### config.mk
export PLATFORM = sky130hd
export DESIGN_NAME = rst_seq
export DESIGN_NICKNAME = d
export VERILOG_FILES = /design/src/rtl/rst_seq_pkg.sv /design/src/rtl/rst_sync.sv /design/src/rtl/mc_timer.sv /design/src/rtl/rst_qual.sv /design/src/rtl/rst_init.sv /design/src/rtl/rst_seq.sv
export SDC_FILE = /design/constraint.sdc
export NUM_CORES = 1
export LEC_CHECK = 0
export BUFFER_PORTS_ARGS = -buffer_cell sky130_fd_sc_hd__buf_2
export CELL_PAD_IN_SITES_DETAIL_PLACEMENT = 1
export CELL_PAD_IN_SITES_GLOBAL_PLACEMENT = 2
export CORE_MARGIN = 5
export CORE_UTILIZATION = 16
export CTS_CLUSTER_DIAMETER = 50
export DETAILED_ROUTE_END_ITERATION = 10
export PLACE_DENSITY_LB_ADDON = 0.05
export SETUP_SLACK_MARGIN = 0.15
export SKIP_LAST_GASP = 1
export SYNTH_ARGS = -nofsm -noshare
export SYNTH_HDL_FRONTEND = slang
export SYNTH_SLANG_ARGS = --single-unit
### constraint.sdc
create_clock -name clk_i -period 1 [get_ports clk_i]
set_input_delay 0.2 -clock clk_i [delete_from_list [all_inputs] [get_ports clk_i]]
set_output_delay 0.2 -clock clk_i [all_outputs]
set_load 0.02 [all_outputs]
### src/rtl/rst_seq_pkg.sv
package rst_seq_pkg;
  localparam int unsigned DATA_W = 8;
  typedef logic [DATA_W-1:0] byte_t;

  localparam byte_t PORT_RST_VAL = 8'hFF;
  localparam byte_t SP_RST_VAL   = 8'h07;
  localparam byte_t SFR_RST_VAL  = 8'h00;
  localparam byte_t PCON_KEEP    = 8'h10;  // bit surviving reset
endpackage

### src/rtl/rst_sync.sv
module rst_sync #(
  parameter int unsigned STAGES = 2
) (
  input  logic clk_i,
  input  logic rst_ni,
  input  logic d_i,
  output logic q_o
);
  logic [STAGES-1:0] chain_q;

  for (genvar s = 0; s < STAGES; s++) begin : g_stage
    if (s == 0) begin : g_first
      always_ff @(posedge clk_i or negedge rst_ni)
        if (!rst_ni) chain_q[0] <= 1'b0;
        else         chain_q[0] <= d_i;
    end else begin : g_rest
      always_ff @(posedge clk_i or negedge rst_ni)
        if (!rst_ni) chain_q[s] <= 1'b0;
        else         chain_q[s] <= chain_q[s-1];
    end
  end

  assign q_o = chain_q[STAGES-1];
endmodule

### src/rtl/mc_timer.sv
module mc_timer #(
  parameter int unsigned STATES       = 6,
  parameter int unsigned PHASES       = 2,
  parameter int unsigned SAMPLE_STATE = 5,
  parameter int unsigned SAMPLE_PHASE = 2
) (
  input  logic clk_i,
  input  logic rst_ni,
  output logic strobe_o
);
  localparam int unsigned MC_CLKS    = STATES * PHASES;
  localparam int unsigned CNT_W      = $clog2(MC_CLKS);
  localparam int unsigned SAMPLE_IDX = (SAMPLE_STATE - 1) * PHASES + (SAMPLE_PHASE - 1);
  localparam logic [CNT_W-1:0] LAST  = CNT_W'(MC_CLKS - 1);
  localparam logic [CNT_W-1:0] SLOT  = CNT_W'(SAMPLE_IDX);

  logic [CNT_W-1:0] cnt_q;

  always_ff @(posedge clk_i or negedge rst_ni)
    if (!rst_ni)            cnt_q <= '0;
    else if (cnt_q == LAST) cnt_q <= '0;
    else                    cnt_q <= cnt_q + 1'b1;

  assign strobe_o = (cnt_q == SLOT);
endmodule

### src/rtl/rst_qual.sv
module rst_qual #(
  parameter int unsigned QUAL_CYCLES = 2
) (
  input  logic clk_i,
  input  logic rst_ni,
  input  logic strobe_i,
  input  logic pin_i,
  output logic core_rst_o,
  output logic release_o
);
  localparam int unsigned HIT_W = $clog2(QUAL_CYCLES + 1);
  localparam logic [HIT_W-1:0] HIT_MAX = HIT_W'(QUAL_CYCLES - 1);

  logic [HIT_W-1:0] hit_q;

  always_ff @(posedge clk_i or negedge rst_ni)
    if (!rst_ni) begin
      hit_q      <= '0;
      core_rst_o <= 1'b0;
      release_o  <= 1'b0;
    end else begin
      release_o <= 1'b0;
      if (strobe_i) begin
        if (pin_i) begin
          if (hit_q >= HIT_MAX) core_rst_o <= 1'b1;
          else                  hit_q      <= hit_q + 1'b1;
        end else begin
          hit_q <= '0;
          if (core_rst_o) begin
            core_rst_o <= 1'b0;
            release_o  <= 1'b1;
          end
        end
      end
    end
endmodule

### src/rtl/rst_init.sv
module rst_init
  import rst_seq_pkg::*;
#(
  parameter int unsigned NUM_PORTS = 4
) (
  input  byte_t                       pcon_cur_i,
  input  byte_t                       sbuf_cur_i,
  output logic [NUM_PORTS*DATA_W-1:0] port_init_o,
  output byte_t                       sp_init_o,
  output byte_t                       pcon_init_o,
  output byte_t                       sfr_init_o,
  output byte_t                       sbuf_init_o
);
  for (genvar p = 0; p < NUM_PORTS; p++) begin : g_port
    assign port_init_o[p*DATA_W +: DATA_W] = PORT_RST_VAL;
  end

  assign sp_init_o   = SP_RST_VAL;
  assign sfr_init_o  = SFR_RST_VAL;
  assign pcon_init_o = pcon_cur_i & PCON_KEEP;
  assign sbuf_init_o = sbuf_cur_i;
endmodule

### src/rtl/rst_seq.sv
module rst_seq
  import rst_seq_pkg::*;
#(
  parameter int unsigned NUM_PORTS    = 4,
  parameter int unsigned SYNC_STAGES  = 2,
  parameter int unsigned QUAL_CYCLES  = 2,
  parameter int unsigned STATES       = 6,
  parameter int unsigned PHASES       = 2,
  parameter int unsigned SAMPLE_STATE = 5,
  parameter int unsigned SAMPLE_PHASE = 2
) (
  input  logic                        clk_i,
  input  logic                        rst_ni,
  input  logic                        rst_pin_i,
  input  logic [DATA_W-1:0]           pcon_cur_i,
  input  logic [DATA_W-1:0]           sbuf_cur_i,
  output logic                        core_rst_o,
  output logic                        rst_release_o,
  output logic [NUM_PORTS*DATA_W-1:0] port_init_o,
  output logic [DATA_W-1:0]           sp_init_o,
  output logic [DATA_W-1:0]           pcon_init_o,
  output logic [DATA_W-1:0]           sfr_init_o,
  output logic [DATA_W-1:0]           sbuf_init_o
);
  logic pin_s;
  logic mc_strobe;

  rst_sync #(.STAGES(SYNC_STAGES)) u_sync (
    .clk_i  (clk_i),
    .rst_ni (rst_ni),
    .d_i    (rst_pin_i),
    .q_o    (pin_s)
  );

  mc_timer #(
    .STATES       (STATES),
    .PHASES       (PHASES),
    .SAMPLE_STATE (SAMPLE_STATE),
    .SAMPLE_PHASE (SAMPLE_PHASE)
  ) u_timer (
    .clk_i    (clk_i),
    .rst_ni   (rst_ni),
    .strobe_o (mc_strobe)
  );

  rst_qual #(.QUAL_CYCLES(QUAL_CYCLES)) u_qual (
    .clk_i      (clk_i),
    .rst_ni     (rst_ni),
    .strobe_i   (mc_strobe),
    .pin_i      (pin_s),
    .core_rst_o (core_rst_o),
    .release_o  (rst_release_o)
  );

  rst_init #(.NUM_PORTS(NUM_PORTS)) u_init (
    .pcon_cur_i  (pcon_cur_i),
    .sbuf_cur_i  (sbuf_cur_i),
    .port_init_o (port_init_o),
    .sp_init_o   (sp_init_o),
    .pcon_init_o (pcon_init_o),
    .sfr_init_o  (sfr_init_o),
    .sbuf_init_o (sbuf_init_o)
  );
endmodule

* Yosys cells after proc, flatten, opt, wreduce, memory -nomap -nowiden *
Cells that the tools add are included.

operators by class
  eq/ne operators = 4
  order comparisons = 1
  add/sub/neg operators = 2
  multiplexer cells = 8
  reductions and logical operators = 2

operator list
  cell                   count
  $eq A4 B4 Y1 const B   2
  $mux W1                5
  $add A4 B1 Y4 const B  1
  $mux W2                2
  $mux W4                1
  $reduce_and A2 Y1      2
  $add A2 B1 Y2 const B  1
  $ge A2 B1 Y1 const B   1
  $ne A2 B1 Y1 const B   1
  $ne A2 B2 Y1 const B   1

word-level totals
  bits of input ports = 19
  output and inout bits = 66
  bits in registers = 10
  logic and storage cells = 23

* Depth between registers and ports, before layout *
Gate-level depths: netlist (run 1).

  depth in word-level cells = 3
  depth in mapped cells = 5

* Hierarchy *
From an unflattened synthesis (run 1), not the netlist that was laid out.

unflattened totals
  cell total of the unflattened synthesis = 102
  area total of the unflattened synthesis = 908.4 µm²

modules (own cells, without submodules)
  module    seq. area each (µm²)  instances  area an instance (µm²)  cells an instance
  rst_init  0.0                   1          488.0                   66
  rst_qual  100.1                 1          188.9                   17
  mc_timer  100.1                 1          181.4                   17
  rst_sync  50.0                  1          50.0                    2

* Worst setup path before layout (run 1) *
OpenSTA, ideal clock, no wires.

  kind = register to register
  start point = register u_timer.cnt_q[0]
  end point = register u_qual.hit_q[0]
  path buffers = 0
  stages on the path, launching flop included = 5
  setup time = 129 ps
  clock period less this slack = 1,074 ps
  arrival time = 946 ps
  path slack = -74 ps
  cells stage by stage = dfrtp_1 > ha_1 > and3b_1 > nand4_1 > o211ai_2

between the ends
  longest elaborated chain between the ends = 2

RTL lines
  item                         line            text
  start, declared              mc_timer.sv:17  logic [CNT_W-1:0] cnt_q;
  start signal, assigned       mc_timer.sv:22  else cnt_q <= cnt_q + 1'b1;
  $eq A4 B4 Y1                 mc_timer.sv:24  assign strobe_o = (cnt_q == SLOT);
  $reduce_and A2 Y1 (no line)  --
  end signal, assigned         rst_qual.sv:26  else hit_q <= hit_q + 1'b1;
  end, declared                rst_qual.sv:14  logic [HIT_W-1:0] hit_q;

Every way passes these cells.
A chain may end at the register's enable or synchronous reset.

* Worst setup path after layout (run 1) *
  start point = register u_timer.cnt_q[1]
  end point = register u_timer.cnt_q[3]

between the ends
  longest elaborated chain between the ends = 2
  elaborated cells between the ends (all ways) = 3
  those cells by class = add/sub: 1; eq/ne: 1; mux: 1

RTL lines
  item                                                  line                            text
  $add A4 B1 Y4 / $eq A4 B4 Y1 (equally long branches)  mc_timer.sv:22, mc_timer.sv:21
  $mux W4 (*)                                           mc_timer.sv:21                  else if (cnt_q == LAST) cnt_q <= '0;

Every way passes the cells marked *; elsewhere a longest branch is shown, timed or not.

==> metrics.log, run 1 <==
INFO  metric outcome = finished with violations
INFO  metric failed_checks = negative setup slack
INFO  metric detailed_place_hpwl = 1304 um
INFO  metric die-height = 85.92 um
INFO  metric power_density = ~1300 mW/mm^2
INFO  metric viasPerCell = about 2.6
INFO  metric place_inst = 177
INFO  metric grt-ovfl-total = 0
INFO  metric grt_usage = 0.04365
INFO  metric floorplan.initialDensity = 0.1664
INFO  metric synth.distinct_cells = 19
INFO  metric pin_count = 85
INFO  metric largest_cells_by_area_after_synthesis = sky130_fd_sc_hd__buf_4 52%, sky130_fd_sc_hd__dfrtp_1 27%, sky130_fd_sc_hd__ha_1 4.1%, sky130_fd_sc_hd__inv_1 2.4%, sky130_fd_sc_hd__nand2_1 2.0%
INFO  metric drt-met1-wl = 543 um
INFO  metric seq_cells_post_synth = 10
INFO  metric drt.antenna.violating_nets = 0
INFO  metric power.static_leakage = 0.4900 nW
INFO  metric fmaxAchievable = between 800 and 900 MHz
INFO  metric post-synth-top-count-cell = sky130_fd_sc_hd__buf_4
INFO  metric floorplan.die.width = 85.92 um
INFO  metric synth.yosys.seq_area_share = 0.2714
INFO  metric globalplace.congestion = 0.5926
INFO  metric top_signal_layer_used = met4
INFO  metric clock_tree_sinks = 10
INFO  metric drt_first_pass_iters = 2
INFO  metric worst_clock_skew = 0.0005750 ns
INFO  metric fp-row-count = 27
INFO  metric synth_largest_area_cell = sky130_fd_sc_hd__buf_4
INFO  metric grt_pass1_vias = 491
INFO  metric setup_viol_count_final = 7
INFO  metric dr.first_iter.drc_count = 8
INFO  metric layout.cells.non_filler = 186
INFO  metric timing.max_cap.violations = 0
INFO  metric crit_fanout = 4
INFO  metric hold_path_class = input port to flop
INFO  metric final_core_util = 0.1730
INFO  metric synth_cells = 105
INFO  metric drcViolationCount = 0
INFO  metric syn_area = 922.1 um^2
INFO  metric finalHoldViolCount = 0
INFO  metric layout-area-overhead-vs-synth = 3.935%
INFO  metric tritoncts = built
INFO  metric finalWorstPathRequiredPeriod = 1.124 ns
INFO  metric criticalPathCategory = flop to flop
INFO  metric die_ar = ~0.0074 mm^2
INFO  metric grt_max_degree = 11
INFO  metric timing.critical_path.from_type = flop
INFO  metric worst_setup_hold_path_clk_slew = 0.05 ns
INFO  metric max-vdd-ir-drop = ~0.41 mV
INFO  metric num_vias = 492
INFO  metric area_share_of_the_leading_cell_type_in_the_synthesized_netlist = 0.5210
INFO  metric maximum_clock_path_buffer_count = 2
INFO  metric post_syn_area_per_cell = 8.782 um^2
INFO  metric post_route_cells_drive_above_1_share = 0.2368
INFO  metric synth_common_cells = 64 x sky130_fd_sc_hd__buf_4, 10 x sky130_fd_sc_hd__dfrtp_1, 6 x sky130_fd_sc_hd__inv_1
INFO  metric synth_edf_count = 0
INFO  metric grt_pass1_wl = 2421 um
INFO  metric wire_per_inst = 8.704 um
INFO  metric numCtsBuffers = 3
INFO  metric yosysWarningCount = 0
INFO  metric routed-wl-met2 = 826 um
INFO  metric final_critical_path_setup_slack = -0.1238 ns
INFO  metric fin_worst_hold_slack = 0.07395 ns
INFO  metric async_flop_share = 1.000
INFO  metric postSynth.topFlopCell = sky130_fd_sc_hd__dfrtp_1
INFO  metric num_antenna_cells = 0
INFO  metric design.core.area = between 0.005 and 0.006 mm^2
INFO  metric critical_path_required = 1.16 ns
INFO  metric post-route-period-util = 1.124
INFO  metric design_power_total = 1.202 mW
INFO  metric final_net_count = 137
INFO  metric clk_latency_worst_skew_pair = 0.24 ns
INFO  metric ctsRootBufferMaster = sky130_fd_sc_hd__clkbuf_8
INFO  metric buffer_ports.inserted = 4
INFO  metric drt-total-wl = roughly 1600 um
INFO  metric dr_wl_met3 = 240 um
INFO  metric cts_max_level = 1
INFO  metric antenna_violations_before_repair = 0
INFO  metric cp_data_arrival_time = 1.28 ns
INFO  metric rsz0062_at_grt = yes
INFO  metric drv_slew = 0
INFO  metric crit_path_end_kind = flop
==> layout make-up <==
class	instances	area, um^2
fill	696	4582
inverter	6	22.52
clock buffer	4	55.05
sequential	10	250.2
multi-input combinational	78	404.1
timing repair buffer	16	136.4
tap	72	90.09
==> placed cells by master, fill, tap and decap left out, drive strengths merged, types with 2 or more instances in the layout <==
cell,n
o21ai,2
nand4,2
inv,6
nor2,2
ha,3
buf,15
dfrtp,10
clkbuf,4
conb,55
nand2,5
==> timing repair <==
item	4_1_cts	5_1_grt
setup buffers	2	2
gates cloned	0	0
pin swaps	3	1
hold buffers	1	0
hold endpoints to repair	10	0
endpoints found under the setup margin	9	10
gates resized for setup	9	5
==> worst max-delay path: stages (launching register included) <==
cell and delay, ns:
sky130_fd_sc_hd__dfrtp_1 0.37, sky130_fd_sc_hd__buf_4 0.14, sky130_fd_sc_hd__buf_6 0.10, sky130_fd_sc_hd__buf_6 0.11, sky130_fd_sc_hd__ha_4 0.17, sky130_fd_sc_hd__o22ai_1 0.15
==> flip-flops by register name (all words and copies together), names as in the netlist <==
| register | cells |
|---|---|
| u_sync.q_o | 1 |
| u_timer.cnt_q | 4 |
| u_qual.core_rst_o | 1 |
| u_qual.release_o | 1 |
| u_sync.chain_q | 1 |
| u_qual.hit_q | 2 |
==> worst paths after layout <==
path	start	depth (start not counted)	slack, ns	to
max	u_timer.cnt_q[1]	5	-0.12	u_timer.cnt_q[3]
min	rst_pin_i	1	0.07	u_sync.chain_q[0]
max reg2reg	u_timer.cnt_q[1]	5	-0.12	u_timer.cnt_q[3]
min reg2reg	u_sync.chain_q[0]	0	0.35	u_sync.q_o
max in group asynchronous	rst_ni	2	0.41	u_timer.cnt_q[3]
min in group asynchronous	rst_ni	2	0.38	u_qual.hit_q[1]
==> cells by family after synthesis <==
family / after synthesis / share of synthesized area
AO/OA/AOI/OAI: 7 / 0.05291
XOR/XNOR: 1 / 0.009500
AND/OR/NAND/NOR: 12 / 0.07192
flip-flops: 10 / 0.2714
adder cells (fa/ha/maj): 3 / 0.04071
buffers and inverters: 70 / 0.5455
other: 2 / 0.008144
==> metrics by stage <==
| step | TNS, ns | setup WS, ns | cell area [um^2] |
|---|---|---|---|
| 6_report | -0.6512 | -0.1238 | 958.4 |
| 5_1_grt | -0.9746 | -0.1733 | 958.4 |
| 3_3_place_gp | -0.3775 | -0.09874 | 808.3 |
| 3_5_place_dp | -0.3936 | -0.1077 | 808.3 |
| 2_1_floorplan | -0.06109 | -0.03192 | 1126 |
| 4_1_cts | -0.4826 | -0.1210 | 923.4 |
==> power by group <==
| part | internal, mW | switching (mW) |
|---|---|---|
| Clock | 0.347 | 0.171 |
| Combinational | 0.0383 | 0.222 |
| Sequential | 0.416 | 0.00730 |
| Total | 0.801 | 0.400 |
==> layer usage <==
metal	vias to the layer above	global-route usage
met5	-	0
li1	225	-
met2	35	0.07148
met1	230	0.04383
met3	2	0.02786
met4	0	0.01871
Power figures use the tool's default switching activity.
==> inputs of run 2 (changes only) <==
==> constraint.sdc (replaced) <==
create_clock -name clk_i -period 1.02 [get_ports clk_i]
set_input_delay 0.204 -clock clk_i [delete_from_list [all_inputs] [get_ports clk_i]]
set_output_delay 0.204 -clock clk_i [all_outputs]
set_load 0.02 [all_outputs]
==> run 2 against run 1 <==
The flow still finishes with violations (negative setup slack). Non-clock buffer count is 2 lower. Cell area is 2.5% lower. Sequential cell count stayed put. Clock power hardly changed. Power is 1.4% lower. Via count is 2.0% lower. Largest power group unchanged.
==> metrics.log, run 2 (synthesis gave the netlist of run 1 again) <==
INFO  metric pin_count = 85 (unchanged)
INFO  metric viasPerCell = 2.620 (-0.97%)
INFO  metric drv_slew = 0 (unchanged)
INFO  metric cts_max_level = 1 (unchanged)
INFO  metric grt_usage = 0.04242 (-0.001233)
INFO  metric rrSetupSlack = -0.10 ns (+0.02 ns)
INFO  metric drcViolationCount = 0 (unchanged)
INFO  metric num_antenna_cells = 0 (unchanged)
INFO  metric floorplan.initialDensity = 0.1664 (unchanged)
INFO  metric drt.antenna.violating_nets = 0 (unchanged)
INFO  metric final_cell_mix = 55 x sky130_fd_sc_hd__conb_1, 10 x sky130_fd_sc_hd__dfrtp_1, 6 x sky130_fd_sc_hd__inv_1, 6 x sky130_fd_sc_hd__buf_4, 5 x sky130_fd_sc_hd__buf_6
INFO  metric antenna_violations_before_repair = 0 (unchanged)
INFO  metric globalplace.congestion = 0.5942 (+0.27%)
INFO  metric design.core.area = 0.005540 mm^2 (unchanged)
INFO  metric timing.critical_path.from_type = flop
INFO  metric regArea = 250.2 um^2 (unchanged)
INFO  metric fp-row-count = 27 (unchanged)
INFO  metric crit-reg2reg-launch = u_timer.cnt_q[0]
INFO  metric setup_viol_count_final = 5 (-2)
INFO  metric grt_pass1_wl = 2325 um (-4.0%)
INFO  metric critical_path_required = 1.14 ns (-0.02 ns)
INFO  metric crit_fanout = 2 (-2)
INFO  metric r2r_end = u_qual.hit_q[0]
INFO  metric critPathTopFamily = flip-flops
INFO  metric power.static_leakage = 0.4787 nW (-2.3%)
INFO  metric grt_pass1_vias = 471 (-4.1%)
INFO  metric reg2reg_depth = 4 (-1)
INFO  metric detailed_place_hpwl = 1268 um (-2.8%)
INFO  metric dr_wl_met3 = 219 um (-8.8%)
INFO  metric clk_latency_worst_skew_pair = 0.24 ns (about the same)
INFO  metric finalWorstPathRequiredPeriod = 1.125 ns (+0.0008930 ns)
INFO  metric power_density = 1268 mW/mm^2 (+1.1%)
INFO  metric hold_path_class = input port to flop
INFO  metric floorplan.die.width = 85.92 um (unchanged)
INFO  metric maximum_clock_path_buffer_count = 2 (unchanged)
INFO  metric timing.max_cap.violations = 0 (unchanged)
INFO  metric multiInputGateArea = 395.4 um^2 (-2.2%)
INFO  metric final_critical_path_setup_slack = -0.1047 ns (+0.01911 ns)
INFO  metric dr.first_iter.drc_count = 8 (unchanged)
INFO  metric failed_checks = negative setup slack
INFO  metric post_route_cells_drive_above_1_share = 0.2321 (-0.004699)
INFO  metric layout-area-overhead-vs-synth = 1.357%
INFO  metric crit_path_cell_trace = ha_2, and3b_2, nand4_1, o211ai_2
INFO  metric drt-met1-wl = 532 um (-2.0%)
INFO  metric n_fill_cell = 680 (-2.3%)
INFO  metric rsz0062_at_grt = yes
INFO  metric die-height = 85.92 um (unchanged)
INFO  metric max_flop_register = u_timer.cnt_q
INFO  metric ctsRootBufferMaster = sky130_fd_sc_hd__clkbuf_8
INFO  metric cp_data_arrival_time = 1.25 ns (-0.03 ns)
INFO  metric crit_path_end_kind = flop
INFO  metric worst_path_largest_cell_delay = 0.39 ns (+0.02 ns)
INFO  metric worst_clock_skew = 0.006571 ns (+0.005996 ns)
INFO  metric layout_top_registers = u_timer.cnt_q x4, u_qual.hit_q x2
INFO  metric outcome = finished with violations
INFO  metric wire_per_inst = 8.467 um (-2.7%)
INFO  metric buffer_ports.inserted = 4 (unchanged)
INFO  metric largest_register_ff_count = 4 (unchanged)
INFO  metric timing.critical_path.slowest_stage_cell = sky130_fd_sc_hd__dfrtp_1
INFO  metric num_vias = 482 (-2.0%)
INFO  metric numCtsBuffers = 3 (unchanged)
INFO  metric finalHoldViolCount = 0 (unchanged)
INFO  metric design_power_total = 1.185 mW (-1.4%)
INFO  metric grt-ovfl-total = 0 (unchanged)
INFO  metric drt-total-wl = 1558 um (-3.8%)
INFO  metric drt_first_pass_iters = 2 (unchanged)
INFO  metric clock_tree_sinks = 10 (unchanged)
INFO  metric tns = -0.3017 ns (+0.3496 ns)
INFO  metric max-vdd-ir-drop = 0.3761 mV (-8.9%)
INFO  metric top_signal_layer_used = met4
INFO  metric fmaxAchievable = 889.1 MHz (about the same)
INFO  metric tritoncts = built
INFO  metric levels_on_crit_path = 4 (-1)
INFO  metric post-route-period-util = 1.103 (-0.02116)
INFO  metric worstPathBufferInverterCount = 0 (-3)
INFO  metric criticalPathCategory = flop to flop
INFO  metric layout.cells.most_common = sky130_fd_sc_hd__conb_1
INFO  metric final_net_count = 135 (-1.5%)
INFO  metric worst_setup_hold_path_clk_slew = 0.06 ns (about the same)
INFO  metric crit_path_start = u_timer.cnt_q[0]
INFO  metric grt_max_degree = 11 (unchanged)
INFO  metric routed-wl-met2 = 791 um (-4.2%)
INFO  metric critical_path.endpoint = u_qual.hit_q[0]
INFO  metric die_ar = 0.007381 mm^2 (unchanged)
==> run 2: how the worst min path moves through the flow <==
stage | startpoint | end | slack (ns) | cells past startpoint
finish | rst_pin_i | u_sync.chain_q[0] | 0.07 | 1
global route | rst_pin_i | u_sync.chain_q[0] | 0.05 | 1
CTS | rst_pin_i | u_sync.chain_q[0] | 0.06 | 1
detailed placement | rst_ni | u_qual.release_o | 0.1 | 1
global placement | rst_ni | u_qual.hit_q[1] | 0.1 | 1
floorplan | rst_ni | u_qual.core_rst_o | -0.09 | 0
==> run 2: repair_timing <==
item | 4_1_cts | 5_1_grt
buffers inserted | 1 | 2
hold buffers | 1 | 0
endpoints found under the setup margin | 9 | 10
pin swaps | 1 | 4
gates resized for setup | 7 | 7
cloned | 0 | 0
endpoints found under the hold margin | 10 | 0
==> run 2: worst register-to-register path, cell delays in order (launching register included) <==
cell and delay, ns:
sky130_fd_sc_hd__dfrtp_1 0.39, sky130_fd_sc_hd__ha_2 0.19, sky130_fd_sc_hd__and3b_2 0.22, sky130_fd_sc_hd__nand4_1 0.11, sky130_fd_sc_hd__o211ai_2 0.09
==> run 2: cell type report <==
cell class | count | area share
clock buffers | 4 | 0.05890
inverters | 6 | 0.02410
multi-input cells | 78 | 0.4230
flip-flops and latches | 10 | 0.2677
well taps | 72 | 0.09639
repair buffers | 14 | 0.1299
==> run 2: per-layer routing <==
metal / up-vias / track usage
li1: 222 / -
met1: 223 / 0.04025
met2: 35 / 0.07078
met5: - / 0
met4: 0 / 0.01871
met3: 2 / 0.02882
==> run 2: through the flow <==
step                cell area, um^2  setup slack, ns  cells  hold WS (ns)  utilization
finish                        934.6          -0.1047    184       0.06525       0.1687
global route                  934.6          -0.1760    184       0.05175       0.1687
CTS                           902.1         -0.09877    182       0.05761       0.1628
detailed placement            800.8         -0.08159    176       0.09501       0.1445
global placement              800.8         -0.07571    176       0.09743       0.1445
floorplan                      1126         -0.01192    158      -0.09159            -
==> run 2: power breakdown <==
group	total, mW	switching [mW]	internal, mW
sequential	0.414	0.00710	0.407
combinational	0.253	0.216	0.0365
clock	0.518	0.177	0.341
total	1.18	0.400	0.785
